==> src/rtl/flp_pkg.sv <==
// Shared types for the link pulse burst decoder.
package flp_pkg;
    // Decoder position inside a burst.
    typedef enum logic [1:0] {
        ST_IDLE    = 2'd0,  // waiting for the first pulse after quiet
        ST_AFT_CLK = 2'd1,  // last accepted pulse was framing
        ST_AFT_DAT = 2'd2   // a data pulse was seen in the current slot
    } flp_state_e;
endpackage

==> src/rtl/flp_tick_timer.sv <==
// Counts timebase ticks since the last clear, saturating at LIMIT.
// Assumes tick_i is a single-cycle strobe. Reset loads LIMIT so the line
// counts as quiet straight after reset.
module flp_tick_timer #(
    parameter int LIMIT = 5001,
    parameter int TW    = 13
) (
    input  logic          clk,
    input  logic          rst_n,
    input  logic          tick_i,
    input  logic          clr_i,
    output logic [TW-1:0] cnt_o
);
    localparam logic [TW-1:0] L_LIMIT = TW'(LIMIT);

    // Clear on request, otherwise advance on each tick up to the limit.
    always_ff @(posedge clk) begin
        if (!rst_n)
            cnt_o <= L_LIMIT;
        else if (clr_i)
            cnt_o <= '0;
        else if (tick_i && cnt_o != L_LIMIT)
            cnt_o <= cnt_o + 1'b1;
    end
endmodule

==> src/rtl/flp_window_class.sv <==
// Sorts the current interval into the timing windows the decoder uses.
// Purely combinational. Assumes DATA_MAX < CLK_MIN.
module flp_window_class #(
    parameter int DATA_MIN  = 55,
    parameter int DATA_MAX  = 70,
    parameter int CLK_MIN   = 111,
    parameter int CLK_MAX   = 139,
    parameter int GAP_TICKS = 5000,
    parameter int TW        = 13
) (
    input  logic [TW-1:0] cnt_i,
    output logic          in_data_o,
    output logic          in_clk_o,
    output logic          late_o,
    output logic          quiet_o
);
    localparam logic [TW-1:0] L_DMIN = TW'(DATA_MIN);
    localparam logic [TW-1:0] L_DMAX = TW'(DATA_MAX);
    localparam logic [TW-1:0] L_CMIN = TW'(CLK_MIN);
    localparam logic [TW-1:0] L_CMAX = TW'(CLK_MAX);
    localparam logic [TW-1:0] L_GAP  = TW'(GAP_TICKS);

    // Window decode of the tick interval.
    always_comb begin
        in_data_o = (cnt_i >= L_DMIN) && (cnt_i <= L_DMAX);
        in_clk_o  = (cnt_i >= L_CMIN) && (cnt_i <= L_CMAX);
        late_o    = (cnt_i > L_CMAX);
        quiet_o   = (cnt_i > L_GAP);
    end
endmodule

==> src/rtl/flp_word_shifter.sv <==
// Collects slot bits, the first slot ending up in bit 0 after all shifts.
// Assumes exactly W shifts per burst; clr_i starts a fresh word.
module flp_word_shifter #(
    parameter int W = 16
) (
    input  logic         clk,
    input  logic         rst_n,
    input  logic         clr_i,
    input  logic         shift_i,
    input  logic         bit_i,
    output logic [W-1:0] word_o
);
    // Shift new bits in from the top so the oldest settles at bit 0.
    always_ff @(posedge clk) begin
        if (!rst_n || clr_i)
            word_o <= '0;
        else if (shift_i)
            word_o <= {bit_i, word_o[W-1:1]};
    end
endmodule

==> src/rtl/flp_burst_decoder.sv <==
// Link pulse burst decoder: recovers one code word per burst of framing
// and data pulses by interval timing, and rejects irregular bursts.
// Assumes pulse_i and tick_i are single-cycle strobes in the clk domain
// and that all window limits are given in ticks.
module flp_burst_decoder #(
    parameter int DATA_MIN  = 55,
    parameter int DATA_MAX  = 70,
    parameter int CLK_MIN   = 111,
    parameter int CLK_MAX   = 139,
    parameter int GAP_TICKS = 5000,
    parameter int NUM_CLK   = 17,
    localparam int WORD_W   = NUM_CLK - 1
) (
    input  logic              clk,
    input  logic              rst_n,
    input  logic              tick_i,
    input  logic              pulse_i,
    output logic [WORD_W-1:0] word_o,
    output logic              word_valid_o,
    output logic              err_o
);
    import flp_pkg::*;

    localparam int LIMIT = ((GAP_TICKS > CLK_MAX) ? GAP_TICKS : CLK_MAX) + 1;
    localparam int TW    = $clog2(LIMIT + 1);
    localparam int CNT_W = $clog2(NUM_CLK + 1);
    localparam logic [CNT_W-1:0] L_LAST = CNT_W'(NUM_CLK - 1);

    flp_state_e         state, nxt;
    logic [TW-1:0]      ivl;
    logic [CNT_W-1:0]   clk_cnt;
    logic [WORD_W-1:0]  sh_word;
    logic               in_data, in_clk, late, quiet;
    logic               start, clk_acc, bit_val, fault, last, tmr_clr;
    logic               busy;

    flp_tick_timer #(.LIMIT(LIMIT), .TW(TW)) u_timer (
        .clk(clk), .rst_n(rst_n), .tick_i(tick_i), .clr_i(tmr_clr), .cnt_o(ivl)
    );

    flp_window_class #(
        .DATA_MIN(DATA_MIN), .DATA_MAX(DATA_MAX), .CLK_MIN(CLK_MIN),
        .CLK_MAX(CLK_MAX), .GAP_TICKS(GAP_TICKS), .TW(TW)
    ) u_class (
        .cnt_i(ivl), .in_data_o(in_data), .in_clk_o(in_clk),
        .late_o(late), .quiet_o(quiet)
    );

    flp_word_shifter #(.W(WORD_W)) u_shift (
        .clk(clk), .rst_n(rst_n), .clr_i(start), .shift_i(clk_acc),
        .bit_i(bit_val), .word_o(sh_word)
    );

    // Classify the current pulse or timeout and pick the next position.
    always_comb begin
        nxt     = state;
        start   = 1'b0;
        clk_acc = 1'b0;
        bit_val = 1'b0;
        fault   = 1'b0;
        unique case (state)
            ST_IDLE: begin
                if (pulse_i) begin
                    if (quiet) start = 1'b1;
                    else       fault = 1'b1;
                end
            end
            ST_AFT_CLK: begin
                if (pulse_i) begin
                    if (in_data)     nxt = ST_AFT_DAT;
                    else if (in_clk) clk_acc = 1'b1;
                    else             fault = 1'b1;
                end else if (late) begin
                    fault = 1'b1;
                end
            end
            ST_AFT_DAT: begin
                if (pulse_i) begin
                    if (in_clk) begin
                        clk_acc = 1'b1;
                        bit_val = 1'b1;
                    end else begin
                        fault = 1'b1;
                    end
                end else if (late) begin
                    fault = 1'b1;
                end
            end
            default: fault = 1'b1;
        endcase
        last = clk_acc && (clk_cnt == L_LAST);
        if (start)   nxt = ST_AFT_CLK;
        if (clk_acc) nxt = last ? ST_IDLE : ST_AFT_CLK;
        if (fault)   nxt = ST_IDLE;
        tmr_clr = start | clk_acc | fault;
    end

    // Burst position and framing pulse count.
    always_ff @(posedge clk) begin
        if (!rst_n) begin
            state   <= ST_IDLE;
            clk_cnt <= '0;
        end else begin
            state <= nxt;
            if (start)        clk_cnt <= CNT_W'(1);
            else if (clk_acc) clk_cnt <= clk_cnt + 1'b1;
        end
    end

    // Result registers: word kept until the next good burst, one-cycle strobes.
    always_ff @(posedge clk) begin
        if (!rst_n) begin
            word_o       <= '0;
            word_valid_o <= 1'b0;
            err_o        <= 1'b0;
        end else begin
            word_valid_o <= last;
            err_o        <= fault;
            if (last) word_o <= {bit_val, sh_word[WORD_W-1:1]};
        end
    end

    assign busy = (state != ST_IDLE);
endmodule

==> config.mk <==
export PLATFORM = sky130hd
export DESIGN_NAME = flp_burst_decoder
export DESIGN_NICKNAME = d
export VERILOG_FILES = /design/src/rtl/flp_pkg.sv /design/src/rtl/flp_tick_timer.sv /design/src/rtl/flp_window_class.sv /design/src/rtl/flp_word_shifter.sv /design/src/rtl/flp_burst_decoder.sv
export SDC_FILE = /design/constraint.sdc
export NUM_CORES = 1
export LEC_CHECK = 0
export BUFFER_PORTS_ARGS = -buffer_cell sky130_fd_sc_hd__buf_4
export CAP_MARGIN = 20
export CELL_PAD_IN_SITES_DETAIL_PLACEMENT = 0
export CELL_PAD_IN_SITES_GLOBAL_PLACEMENT = 1
export CORE_MARGIN = 2
export CORE_UTILIZATION = 48
export CTS_CLUSTER_SIZE = 28
export DETAILED_ROUTE_END_ITERATION = 12
export PLACE_DENSITY_LB_ADDON = 0.1
export SLEW_MARGIN = 40
export SYNTH_ARGS = -nofsm -noshare
export SYNTH_HDL_FRONTEND = slang
export SYNTH_SLANG_ARGS = --single-unit
==> constraint.sdc <==
create_clock -name clk -period 4.9 [get_ports clk]
set_input_delay 0.245 -clock clk [delete_from_list [all_inputs] [get_ports clk]]
set_output_delay 0.245 -clock clk [all_outputs]
set_load 0.02 [all_outputs]
==> reports/metrics.csv, run 1 <==
metric,value,unit
result of the run,finished clean,
filler cell count,516,
"CTS clk-pin slew, worst paths",0.09,ns
maximum frequency from static timing analysis,391,MHz
data arrival time of the critical path,2.78,ns
area fraction of the dominant cell type after synthesis,0.425,
cts-stage hold buffer count,0,
number of nets in the finished design,311,
main flop type after synthesis,sky130_fd_sc_hd__dfxtp_1,
number of standard cells after synthesis,283,
synth-to-layout area growth,12.2,%
Max-Slew Margin vs Limit,0.559,
XOR/XNOR Fraction of Synth Area,0.0456,
part of the Yosys area used for sequential elements,0.425,
Post-Synthesis Cell Area,2500,sq um
share of synthesized area spent on multiplexers,0.0641,
area of the core region,5070,sq um
number of buffers inserted during clock tree synthesis,5,
vias per inst,5.37,
placement row count,26,
DP HPWL,3.53,mm
terminating pin of the worst hold path,u_timer.cnt_o[9],
CTS H-tree lvls,2,
combinational family with the most area after synthesis,simple AND/OR/NAND/NOR gates,
Overflow after GRT,0,
wire length of the first global-routing pass,8.66,mm
crit path capture type,flip-flop,
launch point of the worst reg-to-reg path,u_timer.cnt_o[10],
compound-cell area share of the yosys netlist,0.149,
fraction of final layout cells with drive strength greater than 1,0.134,
synthesis-stage register bit count,53,
number of DRC violations after detailed routing,0,
Setup Total Neg Slack,0,ns
antenna violations before repair,0,
actual transition at the worst max-transition pin,0.660,ns
cell chosen for the clock root,sky130_fd_sc_hd__clkbuf_8,
largest area contributor in the synthesized netlist,sky130_fd_sc_hd__dfxtp_1,
overall via count from detail_route,1977,
Die H,76.2,um
synthesized netlist net count,296,
worst hold-check path type,input port to flip-flop,
hold violation count in the final report,0,
post-synthesis simple-gate area fraction,0.227,
kind of critical path,flip-flop to flip-flop,
router iterations before antenna repair,4,
path depth of the worst reg2reg path,5,
# Post-CTS Setup Buffers,0,
Horiz. Die Dim,76.2,um
number of endpoints failing setup at the final stage,0,
average wire per cell in the routed design,13.5,um
worst hold path depth,2,
RePlAce Congestion,0.778,
worst hold margin,0.195,ns
clock latency on the worst-skew pair,0.30,ns
largest net degree at the start of global routing,20,
Final ANT Viol Nets,0,
max-cap viol count,0,
largest driver fanout on the critical path,13,
vias in the first global route,1880,
initial standard-cell utilization of the core,0.492,
reg2reg end,clk_cnt[4],
total wire length after detailed routing,4.96,mm
reg2reg setup slack,2.34,ns
Lkg Pwr,0.994,nW
post-route clock skew,0.00534,ns
power density relative to cell area,291,nW/um^2
antenna cell count,0,
CTS tree,built,
area of the die,5800,sq um
number of synthesis warnings,0,
Slew Limit Fails,0,
required arrival time at the worst endpoint,5.12,ns
Area contributors post-synth,"sky130_fd_sc_hd__dfxtp_1, sky130_fd_sc_hd__mux2i_1, sky130_fd_sc_hd__nand2_1",
number of top-level design ports,22,
number of cells upsized or downsized after cts,0,
type of element launching the critical path,flip-flop,
distinct cell type count after synthesis,45,
share of the clock period used by the worst path,0.521,
adder-cell area share of the yosys netlist,0.0451,
start point of the worst min-delay path,rst_n,
deepest clock path buffer count,2,
violation count after the first detailed-route iteration,60,
unrepaired setup endpoints after global routing,no,
fraction of registers with async set/reset,0,
Total Routing Usage GR,0.182,
Post-synth EDFFs,0,
post-layout minimum cycle time,2.56,ns
Peak VDD IR,0.192,mV
post-synthesis area per instance,8.83,sq um
number of input and output port buffers inserted,21,
TritonCTS sink count,53,
kinds of logic (layout without fill, tap and decap cells):
logic type,after synthesis,in the layout
mux,16,16
xor+xnor,13,13
buf+inv,28,43
simple gates,112,112
flops,53,53
fa+ha+maj,9,9
compound gates,52,52
cell usage in the layout, fill, tap and decap left out, drive strengths merged, types with 2 or more instances in the layout:
| cell type | instances |
|---|---|
| a21oi | 22 |
| nand4bb | 2 |
| nand2b | 2 |
| clkbuf | 5 |
| nor2 | 21 |
| a211o | 3 |
| xnor2 | 6 |
| mux2i | 16 |
| o211ai | 2 |
| clkinv | 2 |
| xor2 | 7 |
| a2111oi | 2 |
| or4 | 4 |
| nand4 | 9 |
| inv | 11 |
| ha | 9 |
| a211oi | 5 |
| or3 | 4 |
| buf | 24 |
| nand2 | 40 |
| o31ai | 7 |
| and3b | 3 |
| nand3 | 10 |
| a21o | 2 |
| o21ai | 3 |
| nor3b | 2 |
| nor3 | 9 |
| dfxtp | 53 |
sequential cells by signal, indices dropped and copies added, names as in the netlist:
| register | flops |
|---|---|
| state | 2 |
| u_shift.word_o | 15 |
| u_timer.cnt_o | 13 |
| word_o | 16 |
| err_o | 1 |
| clk_cnt | 5 |
| word_valid_o | 1 |
Yosys cell counts (2+ instances only):
master,number
sky130_fd_sc_hd__nand3_1,10
sky130_fd_sc_hd__a21o_1,2
sky130_fd_sc_hd__nor2_1,21
sky130_fd_sc_hd__or4_4,2
sky130_fd_sc_hd__mux2i_1,16
sky130_fd_sc_hd__inv_1,11
sky130_fd_sc_hd__clkbuf_1,15
sky130_fd_sc_hd__or4_1,2
sky130_fd_sc_hd__xor2_1,7
sky130_fd_sc_hd__nor3_1,9
sky130_fd_sc_hd__o31ai_1,7
sky130_fd_sc_hd__xnor2_1,6
sky130_fd_sc_hd__and3b_1,3
sky130_fd_sc_hd__nand2_1,40
sky130_fd_sc_hd__o211ai_1,2
sky130_fd_sc_hd__a21oi_1,22
sky130_fd_sc_hd__nand4bb_1,2
sky130_fd_sc_hd__a211o_1,2
sky130_fd_sc_hd__a211oi_1,5
sky130_fd_sc_hd__dfxtp_1,53
sky130_fd_sc_hd__o21ai_0,3
sky130_fd_sc_hd__ha_1,9
sky130_fd_sc_hd__nand4_1,9
sky130_fd_sc_hd__or3_1,3
sky130_fd_sc_hd__nor3b_1,2
layer usage:
metal | wire length [um] | vias to the layer above | track usage
met2 | 2270 | 17 | 0.298
met4 | 79 | 0 | 0.0600
li1 | - | 1027 | -
met5 | 0 | - | 0
met3 | 91 | 7 | 0.0355
met1 | 2520 | 926 | 0.242
area by class of cell:
cell class | instances | area, sq um | share of cell area
Clock buffer | 5 | 68.8 | 0.0246
Timing Repair Buffer | 24 | 180 | 0.0643
Sequential cell | 53 | 1060 | 0.379
Clock inverter | 2 | 35.0 | 0.0125
Tap cell | 70 | 87.6 | 0.0312
Multi-Input combinational cell | 202 | 1330 | 0.473
Inverter | 12 | 45.0 | 0.0161
power breakdown:
part           switching (mW)  leakage, nW  internal (mW)  total (mW)
sequential             0.0147        0.429          0.440       0.455
combinational          0.0467        0.511         0.0315      0.0781
clock                   0.134       0.0540          0.149       0.283
worst max-delay path by stage:
stage                      startpoint    endpoint  slack (ns)  cells after the start
CTS                 u_timer.cnt_o[10]  clk_cnt[4]        2.34                      5
global route        u_timer.cnt_o[10]  clk_cnt[4]        2.22                      5
detailed placement  u_timer.cnt_o[10]  clk_cnt[4]        2.35                      5
finish              u_timer.cnt_o[10]  clk_cnt[4]        2.34                      5
floorplan           u_timer.cnt_o[10]  word_o[10]        2.30                      6
global placement    u_timer.cnt_o[10]  clk_cnt[4]        2.42                      5
stage by stage:
| stage | instances | area (sq um) | power, mW | utilization | setup slack [ns] |
|---|---|---|---|---|---|
| finish | 368 | 2800 | 0.816 | 0.552 | 2.34 |
| detailed placement | 361 | 2700 | 0.543 | 0.532 | 2.35 |
| global route | 368 | 2800 | 0.852 | 0.552 | 2.22 |
| CTS | 368 | 2800 | 0.825 | 0.552 | 2.34 |
| floorplan | 283 | 2500 | 0.522 | - | 2.30 |
| global placement | 361 | 2700 | 0.544 | 0.532 | 2.42 |
critical path, cell delays in order (launching register included):
cell	delay, ns
sky130_fd_sc_hd__dfxtp_1	0.38
sky130_fd_sc_hd__or4_4	0.57
sky130_fd_sc_hd__or4_4	0.55
sky130_fd_sc_hd__a211o_1	0.39
sky130_fd_sc_hd__or4_1	0.45
sky130_fd_sc_hd__a21oi_1	0.15
No activity file was read; power rests on OpenSTA's default activity.
==> run 2: changes to the inputs <==
- CORE_UTILIZATION: 48 -> 45
- clock period: 4.9 -> 2.4 ns (I/O delays scaled with it)
==> run 2 against run 1 <==
Compared with the run above: routed wire length grew 4.4%; register-to-register slack lost 2.2 ns; sequential power grew 100%; core utilization shrank 1.3 points; combinational power grew to 2.5 times the previous value; clock skew grew 0.0035 ns; sequential share of layout area shrank 1.6 points; clock-buffer cell count is the same; first-iteration DRC count grew 95%; clock power grew 84%; via count grew 2.5%; global-route usage shrank 0.67 points; critical endpoint is now state[0]; largest cell class unchanged; largest power group unchanged; highest routed layer unchanged.
==> reports/metrics.csv, run 2 (same netlist as run 1, synthesis figures left out) <==
metric,value,unit,change
required arrival time at the worst endpoint,2.62,ns,was 5.12 ns
Total Routing Usage GR,0.175,,was 0.182
initial standard-cell utilization of the core,0.459,,was 0.492
cts-stage hold buffer count,0,,unchanged
Overflow after GRT,0,,unchanged
Die H,78.5,um,was 76.2 um
violation count after the first detailed-route iteration,117,,was 60
wire length of the first global-routing pass,8.67,mm,was 8.66 mm
area of the core region,5440,sq um,was 5070 sq um
cell repeated most along the worst path,sky130_fd_sc_hd__or4_4,,unchanged
TritonCTS sink count,53,,unchanged
clock latency on the worst-skew pair,0.31,ns,was 0.30 ns
Largest regs,"word_o (16), u_shift.word_o (15), u_timer.cnt_o (13)",,unchanged
Horiz. Die Dim,78.5,um,was 76.2 um
CP cell instances,"or4_4, or4_4, a211o_4, buf_4, a21o_1, a211oi_1",,"was or4_4, or4_4, a211o_1, or4_1, a21oi_1"
largest net degree at the start of global routing,20,,unchanged
number of top-level design ports,22,,unchanged
Lkg Pwr,1.06,nW,was 0.994 nW
overall via count from detail_route,2027,,was 1977
CTS H-tree lvls,2,,unchanged
Setup Total Neg Slack,0,ns,unchanged
share of the clock period used by the worst path,0.949,,was 0.521
type of element launching the critical path,flip-flop,,unchanged
Slew Limit Fails,0,,unchanged
number of flip-flops under the largest register name,16,,unchanged
DP HPWL,3.78,mm,was 3.53 mm
Reg area,1060,sq um,about the same
area of the die,6160,sq um,was 5800 sq um
post-layout minimum cycle time,2.28,ns,was 2.56 ns
largest driver fanout on the critical path,10,,was 13
fraction of final layout cells with drive strength greater than 1,0.188,,was 0.134
average wire per cell in the routed design,13.4,um,was 13.5 um
antenna violations before repair,0,,unchanged
Final ANT Viol Nets,0,,unchanged
number of buffers inserted during clock tree synthesis,5,,unchanged
"commonest cells after routing, fill and taps aside","sky130_fd_sc_hd__dfxtp_1, sky130_fd_sc_hd__nand2_1, sky130_fd_sc_hd__buf_4, sky130_fd_sc_hd__a21oi_1, sky130_fd_sc_hd__nor2_1",,unchanged
placement row count,27,,was 26
area occupied by multi-input gates,1330,sq um,about the same
unrepaired setup endpoints after global routing,no,,unchanged
Peak VDD IR,0.240,mV,was 0.192 mV
vias in the first global route,1861,,was 1880
CTS tree,built,,unchanged
number of nets in the finished design,326,,was 311
post-route clock skew,0.00880,ns,was 0.00534 ns
filler cell count,526,,was 516
register with the most flip-flops,word_o,,unchanged
maximum frequency from static timing analysis,439,MHz,was 391 MHz
vias per inst,5.25,,was 5.37
result of the run,finished clean,,unchanged
max-cap viol count,0,,unchanged
total wire length after detailed routing,5.18,mm,was 4.96 mm
hold violation count in the final report,0,,unchanged
crit path capture type,flip-flop,,unchanged
number of endpoints failing setup at the final stage,0,,unchanged
"slowest stage cell, crit path",sky130_fd_sc_hd__or4_4,,unchanged
critical path's largest stage delay,0.54,ns,was 0.57 ns
antenna cell count,0,,unchanged
kind of critical path,flip-flop to flip-flop,,unchanged
Max-Slew Margin vs Limit,0.593,,was 0.559
"CTS clk-pin slew, worst paths",0.10,ns,was 0.09 ns
synth-to-layout area growth,17.3,%,was 12.2%
post-route worst setup slack,0.122,ns,was 2.34 ns
number of DRC violations after detailed routing,0,,unchanged
# Post-CTS Setup Buffers,0,,unchanged
actual transition at the worst max-transition pin,0.606,ns,was 0.660 ns
data arrival time of the critical path,2.49,ns,was 2.78 ns
cell chosen for the clock root,sky130_fd_sc_hd__clkbuf_8,,unchanged
deepest clock path buffer count,2,,unchanged
router iterations before antenna repair,4,,unchanged
RePlAce Congestion,0.857,,was 0.778
number of input and output port buffers inserted,21,,unchanged
worst setup slack after placement,0.0549,ns,was 2.35 ns
most frequent standard cell in the layout excluding fill and tap cells,sky130_fd_sc_hd__dfxtp_1,,unchanged
power density relative to cell area,559,nW/um^2,was 291 nW/um^2
worst hold-check path type,input port to flip-flop,,unchanged
## run 2: through the flow
stage	cell area [sq um]	power, mW	hold WS (ns)	util	instances
5_1_grt	2930	1.72	0.0463	0.539	386
6_report	2930	1.64	0.0537	0.539	386
3_5_place_dp	2830	1.14	0.370	0.520	378
2_1_floorplan	2500	1.07	0.274	-	283
4_1_cts	2920	1.66	0.0508	0.537	386
3_3_place_gp	2830	1.14	0.365	0.520	378
## run 2: path summary, 6_finish.rpt
check / to / depth (start not counted) / start / slack [ns]
max: state[0] / 6 / u_timer.cnt_o[8] / 0.12
min: u_timer.cnt_o[7] / 2 / rst_n / 0.05
max reg2reg: state[0] / 6 / u_timer.cnt_o[8] / 0.12
min reg2reg: u_shift.word_o[1] / 2 / u_shift.word_o[1] / 0.46
## run 2: repair_timing
action	4_1_cts	5_1_grt
endpoints found under the hold margin	0	0
endpoints found under the setup margin	0	12
gates resized for setup	0	3
## run 2: layer usage
layer,GRT usage,share of wire,up-vias
li1,-,-,1058
met1,0.243,0.51,944
met2,0.276,0.45,20
met3,0.0356,0.027,5
met4,0.0474,0.0083,0
met5,0,0,-
## run 2: layout make-up
cell class / instances / share of cell area
sequential: 53 / 0.363
timing repair buffer: 39 / 0.104
multi-input combinational: 202 / 0.455
clock buffer: 5 / 0.0235
inverter: 12 / 0.0154
clock inverter: 3 / 0.00854
tap: 72 / 0.0307
## run 2: power by group
part	internal, mW	switching, mW
clock	0.211	0.309
combinational	0.0853	0.113
sequential	0.899	0.0226
## run 2: worst max-delay path, delay by kind of cell (launching register included)
kind / cells / cell delay, ns
AOI/OAI and AO/OA: 3 / 0.68
and+or+nand+nor: 2 / 1.00
DFF: 1 / 0.36
buffers and inverters: 1 / 0.16
